`src/rtl/xcvr_pkg.sv`:
```
package xcvr_pkg;

  typedef enum logic [2:0] {
    XM_ISOLATE = 3'd0,
    XM_TO_B    = 3'd1,
    XM_TO_A    = 3'd2,
    XM_BOTH    = 3'd3,
    XM_LOOP    = 3'd4
  } xfer_mode_e;

  function automatic xfer_mode_e decode_mode(input logic drv_a, input logic drv_b,
                                             input logic reg_a, input logic reg_b);
    xfer_mode_e m;
    case ({drv_a, drv_b})
      2'b00:   m = XM_ISOLATE;
      2'b01:   m = XM_TO_B;
      2'b10:   m = XM_TO_A;
      default: m = (reg_a || reg_b) ? XM_BOTH : XM_LOOP;
    endcase
    return m;
  endfunction

endpackage

```
`src/rtl/xcvr_rise_det.sv`:
```
module xcvr_rise_det (
  input  logic clk,
  input  logic rst_n,
  input  logic lvl,
  output logic rise
);
  logic lvl_q;

  // During reset the previous level tracks the input, so a strobe that is
  // already high at release is not taken as an edge.
  always_ff @(posedge clk) begin
    lvl_q <= lvl;
  end

  assign rise = rst_n & lvl & ~lvl_q;
endmodule

```
`src/rtl/xcvr_store_reg.sv`:
```
module xcvr_store_reg #(
  parameter int WIDTH = 8
) (
  input  logic             clk,
  input  logic             rst_n,
  input  logic             load,
  input  logic [WIDTH-1:0] d,
  output logic [WIDTH-1:0] q
);
  always_ff @(posedge clk) begin
    if (!rst_n)    q <= '0;
    else if (load) q <= d;
  end
endmodule

```
`src/rtl/xcvr_route.sv`:
```
module xcvr_route
  import xcvr_pkg::*;
#(
  parameter int WIDTH = 8
) (
  input  xfer_mode_e       mode,
  input  logic             b_from_reg,
  input  logic             a_from_reg,
  input  logic [WIDTH-1:0] a_bus_i,
  input  logic [WIDTH-1:0] b_bus_i,
  input  logic [WIDTH-1:0] store_ab,
  input  logic [WIDTH-1:0] store_ba,
  input  logic [WIDTH-1:0] keep,
  output logic [WIDTH-1:0] a_val,
  output logic [WIDTH-1:0] b_val,
  output logic [WIDTH-1:0] a_seen,
  output logic [WIDTH-1:0] b_seen
);
  // Each case spells out both buses, so no output feeds back into itself.
  always_comb begin
    a_val  = '0;
    b_val  = '0;
    a_seen = a_bus_i;
    b_seen = b_bus_i;
    case (mode)
      XM_TO_B: begin
        b_val  = b_from_reg ? store_ab : a_bus_i;
        b_seen = b_val;
      end
      XM_TO_A: begin
        a_val  = a_from_reg ? store_ba : b_bus_i;
        a_seen = a_val;
      end
      XM_BOTH: begin
        // At least one side replays a register; the other may echo it.
        b_val  = b_from_reg ? store_ab : store_ba;
        a_val  = a_from_reg ? store_ba : store_ab;
        a_seen = a_val;
        b_seen = b_val;
      end
      XM_LOOP: begin
        a_val  = keep;
        b_val  = keep;
        a_seen = keep;
        b_seen = keep;
      end
      default: begin
        a_val = '0;
        b_val = '0;
      end
    endcase
  end
endmodule

```
`src/rtl/xcvr_bidir_reg.sv`:
```
module xcvr_bidir_reg
  import xcvr_pkg::*;
#(
  parameter int WIDTH = 8
) (
  input  logic             clk,
  input  logic             rst_n,
  input  logic             a_drive_n,
  input  logic             b_drive,
  input  logic             b_from_reg,
  input  logic             a_from_reg,
  input  logic             a_cap_stb,
  input  logic             b_cap_stb,
  input  logic [WIDTH-1:0] a_bus_i,
  output logic [WIDTH-1:0] a_bus_o,
  output logic             a_bus_oe,
  input  logic [WIDTH-1:0] b_bus_i,
  output logic [WIDTH-1:0] b_bus_o,
  output logic             b_bus_oe
);
  localparam int NPATH = 2;

  logic [NPATH-1:0] stb;
  logic [NPATH-1:0] rise;
  logic [WIDTH-1:0] seen  [NPATH];
  logic [WIDTH-1:0] store [NPATH];

  logic [WIDTH-1:0] a_seen, b_seen;
  logic [WIDTH-1:0] store_ab_q, store_ba_q;
  logic [WIDTH-1:0] keep_q;
  logic [WIDTH-1:0] a_val, b_val;
  xfer_mode_e       mode;

  assign mode = decode_mode(~a_drive_n, b_drive, a_from_reg, b_from_reg);

  // Path 0 is A-to-B (samples A), path 1 is B-to-A (samples B).
  assign stb     = {b_cap_stb, a_cap_stb};
  assign seen[0] = a_seen;
  assign seen[1] = b_seen;

  for (genvar p = 0; p < NPATH; p++) begin : g_path
    xcvr_rise_det u_edge (
      .clk  (clk),
      .rst_n(rst_n),
      .lvl  (stb[p]),
      .rise (rise[p])
    );
    xcvr_store_reg #(.WIDTH(WIDTH)) u_store (
      .clk  (clk),
      .rst_n(rst_n),
      .load (rise[p]),
      .d    (seen[p]),
      .q    (store[p])
    );
  end

  assign store_ab_q = store[0];
  assign store_ba_q = store[1];

  // Keeper: follows the A bus until the echo loop forms, then freezes.
  always_ff @(posedge clk) begin
    if (!rst_n)              keep_q <= '0;
    else if (mode != XM_LOOP) keep_q <= a_seen;
  end

  xcvr_route #(.WIDTH(WIDTH)) u_route (
    .mode      (mode),
    .b_from_reg(b_from_reg),
    .a_from_reg(a_from_reg),
    .a_bus_i   (a_bus_i),
    .b_bus_i   (b_bus_i),
    .store_ab  (store_ab_q),
    .store_ba  (store_ba_q),
    .keep      (keep_q),
    .a_val     (a_val),
    .b_val     (b_val),
    .a_seen    (a_seen),
    .b_seen    (b_seen)
  );

  assign a_bus_o  = a_val;
  assign b_bus_o  = b_val;
  assign a_bus_oe = ~a_drive_n;
  assign b_bus_oe = b_drive;
endmodule

```
`config.mk`:
```
export PLATFORM = sky130hd
export DESIGN_NAME = xcvr_bidir_reg
export DESIGN_NICKNAME = d
export VERILOG_FILES = /design/src/rtl/xcvr_pkg.sv /design/src/rtl/xcvr_rise_det.sv /design/src/rtl/xcvr_store_reg.sv /design/src/rtl/xcvr_route.sv /design/src/rtl/xcvr_bidir_reg.sv
export SDC_FILE = /design/constraint.sdc
export NUM_CORES = 1
export LEC_CHECK = 0
export BUFFER_PORTS_ARGS = -buffer_cell sky130_fd_sc_hd__buf_2
export CORE_MARGIN = 1
export CORE_UTILIZATION = 54
export CTS_CLUSTER_DIAMETER = 200
export DETAILED_ROUTE_END_ITERATION = 6
export GPL_TIMING_DRIVEN = 0
export PLACE_DENSITY = 0.9
export SYNTH_ARGS = -nofsm -noshare
export SYNTH_HDL_FRONTEND = slang
export SYNTH_HIERARCHICAL = 1
export SYNTH_SLANG_ARGS = --single-unit
```
`constraint.sdc`:
```
create_clock -name clk -period 2.6 [get_ports clk]
set_input_delay 0.52 -clock clk [delete_from_list [all_inputs] [get_ports clk]]
set_output_delay 0.52 -clock clk [all_outputs]
set_load 0.01 [all_outputs]
```
==> After elaboration in Yosys (flattened, before gate mapping) <==
Index checks and enable logic that the tools add are counted.
{ "classes": {"eq_ne": 7, "mux": 10, "bitwise": 7, "reduce_logical": 2} }
{ "ops": {"columns": ["op", "n"], "rows": [
  ["one-hot mux 8 bit (3 select lines)", 4],
  ["2-to-1 mux 8 bit", 4],
  ["one-hot mux 3 bit (3 select lines)", 1],
  ["equality test 3 x 2 -> 1 bit (second input constant)", 2],
  ["bitwise AND 1 bit", 4],
  ["equality test 3 x 1 -> 1 bit (second input constant)", 1],
  ["equality test 3 bit (second input constant)", 1],
  ["2-to-1 mux 3 bit", 1],
  ["!= test 3 bit (second input constant)", 1],
  ["inverter 1 bit", 3],
  ["equality test 2 x 1 -> 1 bit (second input constant)", 1],
  ["equality test 2 bit (second input constant)", 1],
  ["zero test 2 bit", 1],
  ["logical OR 1 bit", 1]
]} }
{ "word_totals": {"reg_bits": 26, "inputBits": 24, "out_inout_bits": 18, "word_cells": 31} }

==> Depth between registers and ports, before layout <==
{ "logic_depth": {"word_depth": 5, "ltp_mapped": 9, "mapped_depth_nobuf": 7} }

==> By module <==
The synthesis kept the hierarchy.
{ "modules_own_cells": {"columns": ["mod", "n_inst", "cells_each", "area_each_um2"], "rows": [
  ["xcvr_route", 1, 115, 874.6],
  ["xcvr_store_reg", 2, 25, 301.5],
  ["xcvr_bidir_reg", 1, 41, 372.9],
  ["xcvr_rise_det", 2, 2, 28.8]
]} }

==> Worst setup path after synthesis <==
No wires, ideal clock.
{ "synth_timing": {"path_kind": "input to output", "start": "in a_drive_n", "end": "out b_bus_o[0]", "t_arrival_ns": 1.878, "required_time_ns": 2.080, "path_slack_ns": 0.202, "path_stages": 6, "path_buffers": 1, "cell_sequence": "inv_1 a21boi_0 or3b_1 buf_6 o22a_1 nand2_1"} }
{ "synth_via": {"elab_chain_len": 5, "elab_cells_between_ends": 9, "cone_classes": "eq/ne (5); mux (2); bitwise (1); reduce/logical (1)"} }
{ "synth_rtl": {"columns": ["item", "line", "rtl"], "rows": [
  ["from (decl)", "xcvr_bidir_reg.sv:8", "input logic a_drive_n,"],
  ["inverter 1 bit *", "xcvr_bidir_reg.sv:34", "assign mode = decode_mode(~a_drive_n, b_drive, a_from_reg, b_from_reg);"],
  ["equality test 2 bit, or another cell as far along", "xcvr_pkg.sv:14", "case ({drv_a, drv_b})"],
  ["one-hot mux 3 bit (3 select lines) *", "xcvr_pkg.sv:14", null],
  ["named net mode[0]", "xcvr_bidir_reg.sv:32", "xfer_mode_e mode;"],
  ["equality test 3 bit, or another cell as far along", "xcvr_route.sv:25", "case (mode)"],
  ["one-hot mux 8 bit (3 select lines) *", "xcvr_route.sv:25", null],
  ["to (decl)", "xcvr_bidir_reg.sv:18", "output logic [WIDTH-1:0] b_bus_o,"]
]} }
The timed path passes the listed nets; every way through them passes the cells marked *.

==> Worst setup path after layout <==
{ "layout_timing": {"start": "in b_from_reg", "end": "out a_bus_o[2]"} }
{ "layout_via": {"elab_chain_len": 5, "elab_cells_between_ends": 7, "cone_classes": "eq/ne (3); mux (3); reduce/logical (1)"} }
{ "layout_rtl": {"columns": ["item", "line", "rtl"], "rows": [
  ["from (decl)", "xcvr_bidir_reg.sv:10", "input logic b_from_reg,"],
  ["logical OR 1 bit *", "xcvr_pkg.sv:18", "default: m = (reg_a || reg_b) ? XM_BOTH : XM_LOOP;"],
  ["2-to-1 mux 3 bit *", "xcvr_pkg.sv:18", null],
  ["one-hot mux 3 bit (3 select lines) *", "xcvr_pkg.sv:14", null],
  ["named net mode[1]", "xcvr_bidir_reg.sv:32", null],
  ["equality test 3 bit / equality test 3 x 2 -> 1 bit (equally long branches)", "xcvr_route.sv:25", null],
  ["one-hot mux 8 bit (3 select lines) *", "xcvr_route.sv:25", null],
  ["to (decl)", "xcvr_bidir_reg.sv:15", "output logic [WIDTH-1:0] a_bus_o,"]
]} }
Marks and branches as above.

==> metrics.txt <==
status=finished clean; Arrival @ worst endpoint=1.99 ns; Final GP Congestion=0.8229; post-cts hold buffer count=0; initial antenna violation count=0; Power Dens Cells=385.1 mW/mm2; Reg clk slew, reported paths=0.15 ns; First DRT Iteration DRCs=112; Placed Instance Area=0.002171 mm2; slowest CP cell=or3b_1; hpwl dp=3449 um; wire length on met1=2077 um; Max H-tree Level=1; Syn Area/Cell=9.086 um2; leakage power=1.066 nW; DIE HEIGHT=61.45 um; worst r2r dst=g_path[1].u_store/q[6]$_SDFFE_PN0P_; Yosys warnings=6; CTS root buffer=clkbuf_4; worst slew pin tran=0.6868 ns; first-pass GRT wire length=7707 um; Slew headroom=54.22%; DRC=0; vias post-DR=1807; WL per Instance=16.31 um; I/O pin count=42; CP Launch Point=b_from_reg; Hold Crit Class=input port to flip-flop; vias in the first global route=1693; Yosys cell types=30; Post-Synthesis Cells=210; Post-synth EDFFs=0; aggregate negative setup slack=0 ns; grt ovf=0; hold wc startpoint=b_cap_stb; Synth area leader=mux2i_1; met3 WL post-DR=406 um; area grow syn2layout=19.34%; Mapped Nets=234; largest net degree at the start of global routing=20; CP delay by family, top=simple AND/OR/NAND/NOR gates; Final Max Tran Viols=0; later-pin clock latency in the skew report=0.33 ns; CTS buffer count=3; CP bufs+invs=3; cells along the critical path=buf_2 -> nor2_4 -> a21oi_4 -> or3b_1 -> buf_2 -> o22ai_1 -> nand2b_1 -> buf_2; ranking of synthesized cells by area=mux2i_1, dfxtp_1, nand2_1; Setup crit start kind=input port; Core ar.=0.003363 mm2; Die Wd=61.45 um; Critical Path Sink Type=output pin; row count=21; most frequent cell after synthesis=mux2i_1; Worst Clk Skew=0.01046 ns; CP Depth=8; TritonCTS clock tree=done; ratio of cells with drive above 1 in the final layout=28.68%; buffers added on ports=41; Final min period=2.509 ns; antenna cell count=0; r2r worst-path depth=5; Crit Path Max Fanout=8; Final setup viols=0; Critical Path End=a_bus_o[2]; DIE AREA=0.003775 mm2; r2r setup slk=1.36 ns; most common flop cell mapped by yosys=dfxtp_1; Met2 Routed Length=2367 um; Req. time, crit path=2.08 ns; WL final=4957 um; vias per inst=5.944; final hold vios=0; Clock Path Buffers=2; flops & latches, synth=26; max incr delay on CP=0.37 ns; Util after Layout=67.71%; DR pass1 iterations=4; worst vdd ir=0.2795 mV; Max Used Layer=met4; Max Clk Rate=398.6 MHz; gr usage total=27.86%; WS Path Type=input port to output pin; nets=283; Synth top area share=29.38%; post-route antenna net violation count=0; Design Power=0.0008770 W; most used cell, CP=buf_2; post-route cell area=0.002277 mm2; CTS sink count=26; post-synthesis async set-or-reset flop share=0%; reg2reg start=g_path[0].u_store/q[6]$_SDFFE_PN0P_; Post-Syn Area=0.001908 mm2; max_cap viols=0; commonest cells in the netlist=mux2i_1, nand2_1, dfxtp_1; fin crit share=96.49%; register area share after synthesis=27.28%; initial core utilization=56.73%
## registers in the layout (all words and copies together) (netlist names)
name                 flops
keep_q                   8
g_path.u_edge/lvl_q      2
g_path.u_store/q        16
## metal layers
layer | GRT usage [%] | vias to the layer above
met5 | 0 | -
met4 | 10.48 | 0
met3 | 3.151 | 13
met2 | 47.05 | 91
met1 | 36.56 | 841
li1 | - | 862
## worst reg2reg max path, stage by stage (launching register included)
cell	delay, ns
dfxtp_1	0.36
mux2i_1	0.18
o22ai_2	0.10
a221o_2	0.30
mux2i_1	0.15
nor2b_1	0.07
## cell usage in the layout (no fill, tap or decap), types with 3 or more instances in the layout
| cell type | synthesis | layout |
|---|---|---|
| mux2i_1 | 56 | 56 |
| buf_2 | 5 | 45 |
| nand2_1 | 30 | 30 |
| dfxtp_1 | 26 | 26 |
| nor2b_1 | 16 | 16 |
| nand3_1 | 14 | 14 |
| nand2b_1 | 9 | 9 |
| buf_4 | 4 | 8 |
| a221o_1 | 8 | 8 |
| o22a_1 | 6 | 6 |
| o22ai_1 | 7 | 6 |
| buf_6 | 5 | 5 |
| clkbuf_4 | 0 | 3 |
| o22ai_2 | 2 | 3 |
## logic make-up (layout without fill, tap and decap cells)
kind of cell,after synthesis,after routing,synth area share [%]
simple gates,80,80,23.48
buf+inv,18,66,6.688
flops,26,26,27.28
compound gates,30,30,13.18
mux,56,56,29.38
## report_power, final
part / internal (W) / switching [W]
logic: 0.000110 / 0.000123
registers: 0.000417 / 0.0000152
clock network: 0.0000857 / 0.000126
total: 0.000612 / 0.000265
## how the worst min path moves through the flow
stage / slack, ns / cells after the start / to
2_1_floorplan: 0.45 / 2 / keep_q[0]$_SDFFE_PN0P_
3_3_place_gp: 0.46 / 2 / keep_q[5]$_SDFFE_PN0P_
3_5_place_dp: 0.48 / 2 / keep_q[3]$_SDFFE_PN0P_
4_1_cts: 0.29 / 1 / g_path[0].u_edge/lvl_q$_DFF_P_
5_1_grt: 0.28 / 1 / g_path[0].u_edge/lvl_q$_DFF_P_
6_report: 0.30 / 1 / g_path[1].u_edge/lvl_q$_DFF_P_
## final cells by class
cell class	count	area, um2
Multi-Input combinational cell	166	1305
Fill cell	302	1086
Sequential cell	26	520.5
Timing Repair Buffer	44	227.7
Buffer	16	122.6
Tap cell	46	57.56
Clock buffer	4	36.28
Inverter	2	7.507
## repair_timing
item                       4_1_cts  5_1_grt
pin swaps                        1        0
setup endpoints to repair       16       14
gates resized for setup          7        3
setup buffers                    0        3
## through the flow
step	hold WS, ns	setup slack, ns	instances
final	0.2991	0.09126	304
after global routing	0.2769	-0.0007394	304
after CTS	0.2931	0.03265	301
after detailed placement	0.4752	-0.3805	297
after global placement	0.4616	-0.2871	297
after floorplan	0.4514	0.2018	210
Power figures use the tool's default switching activity.
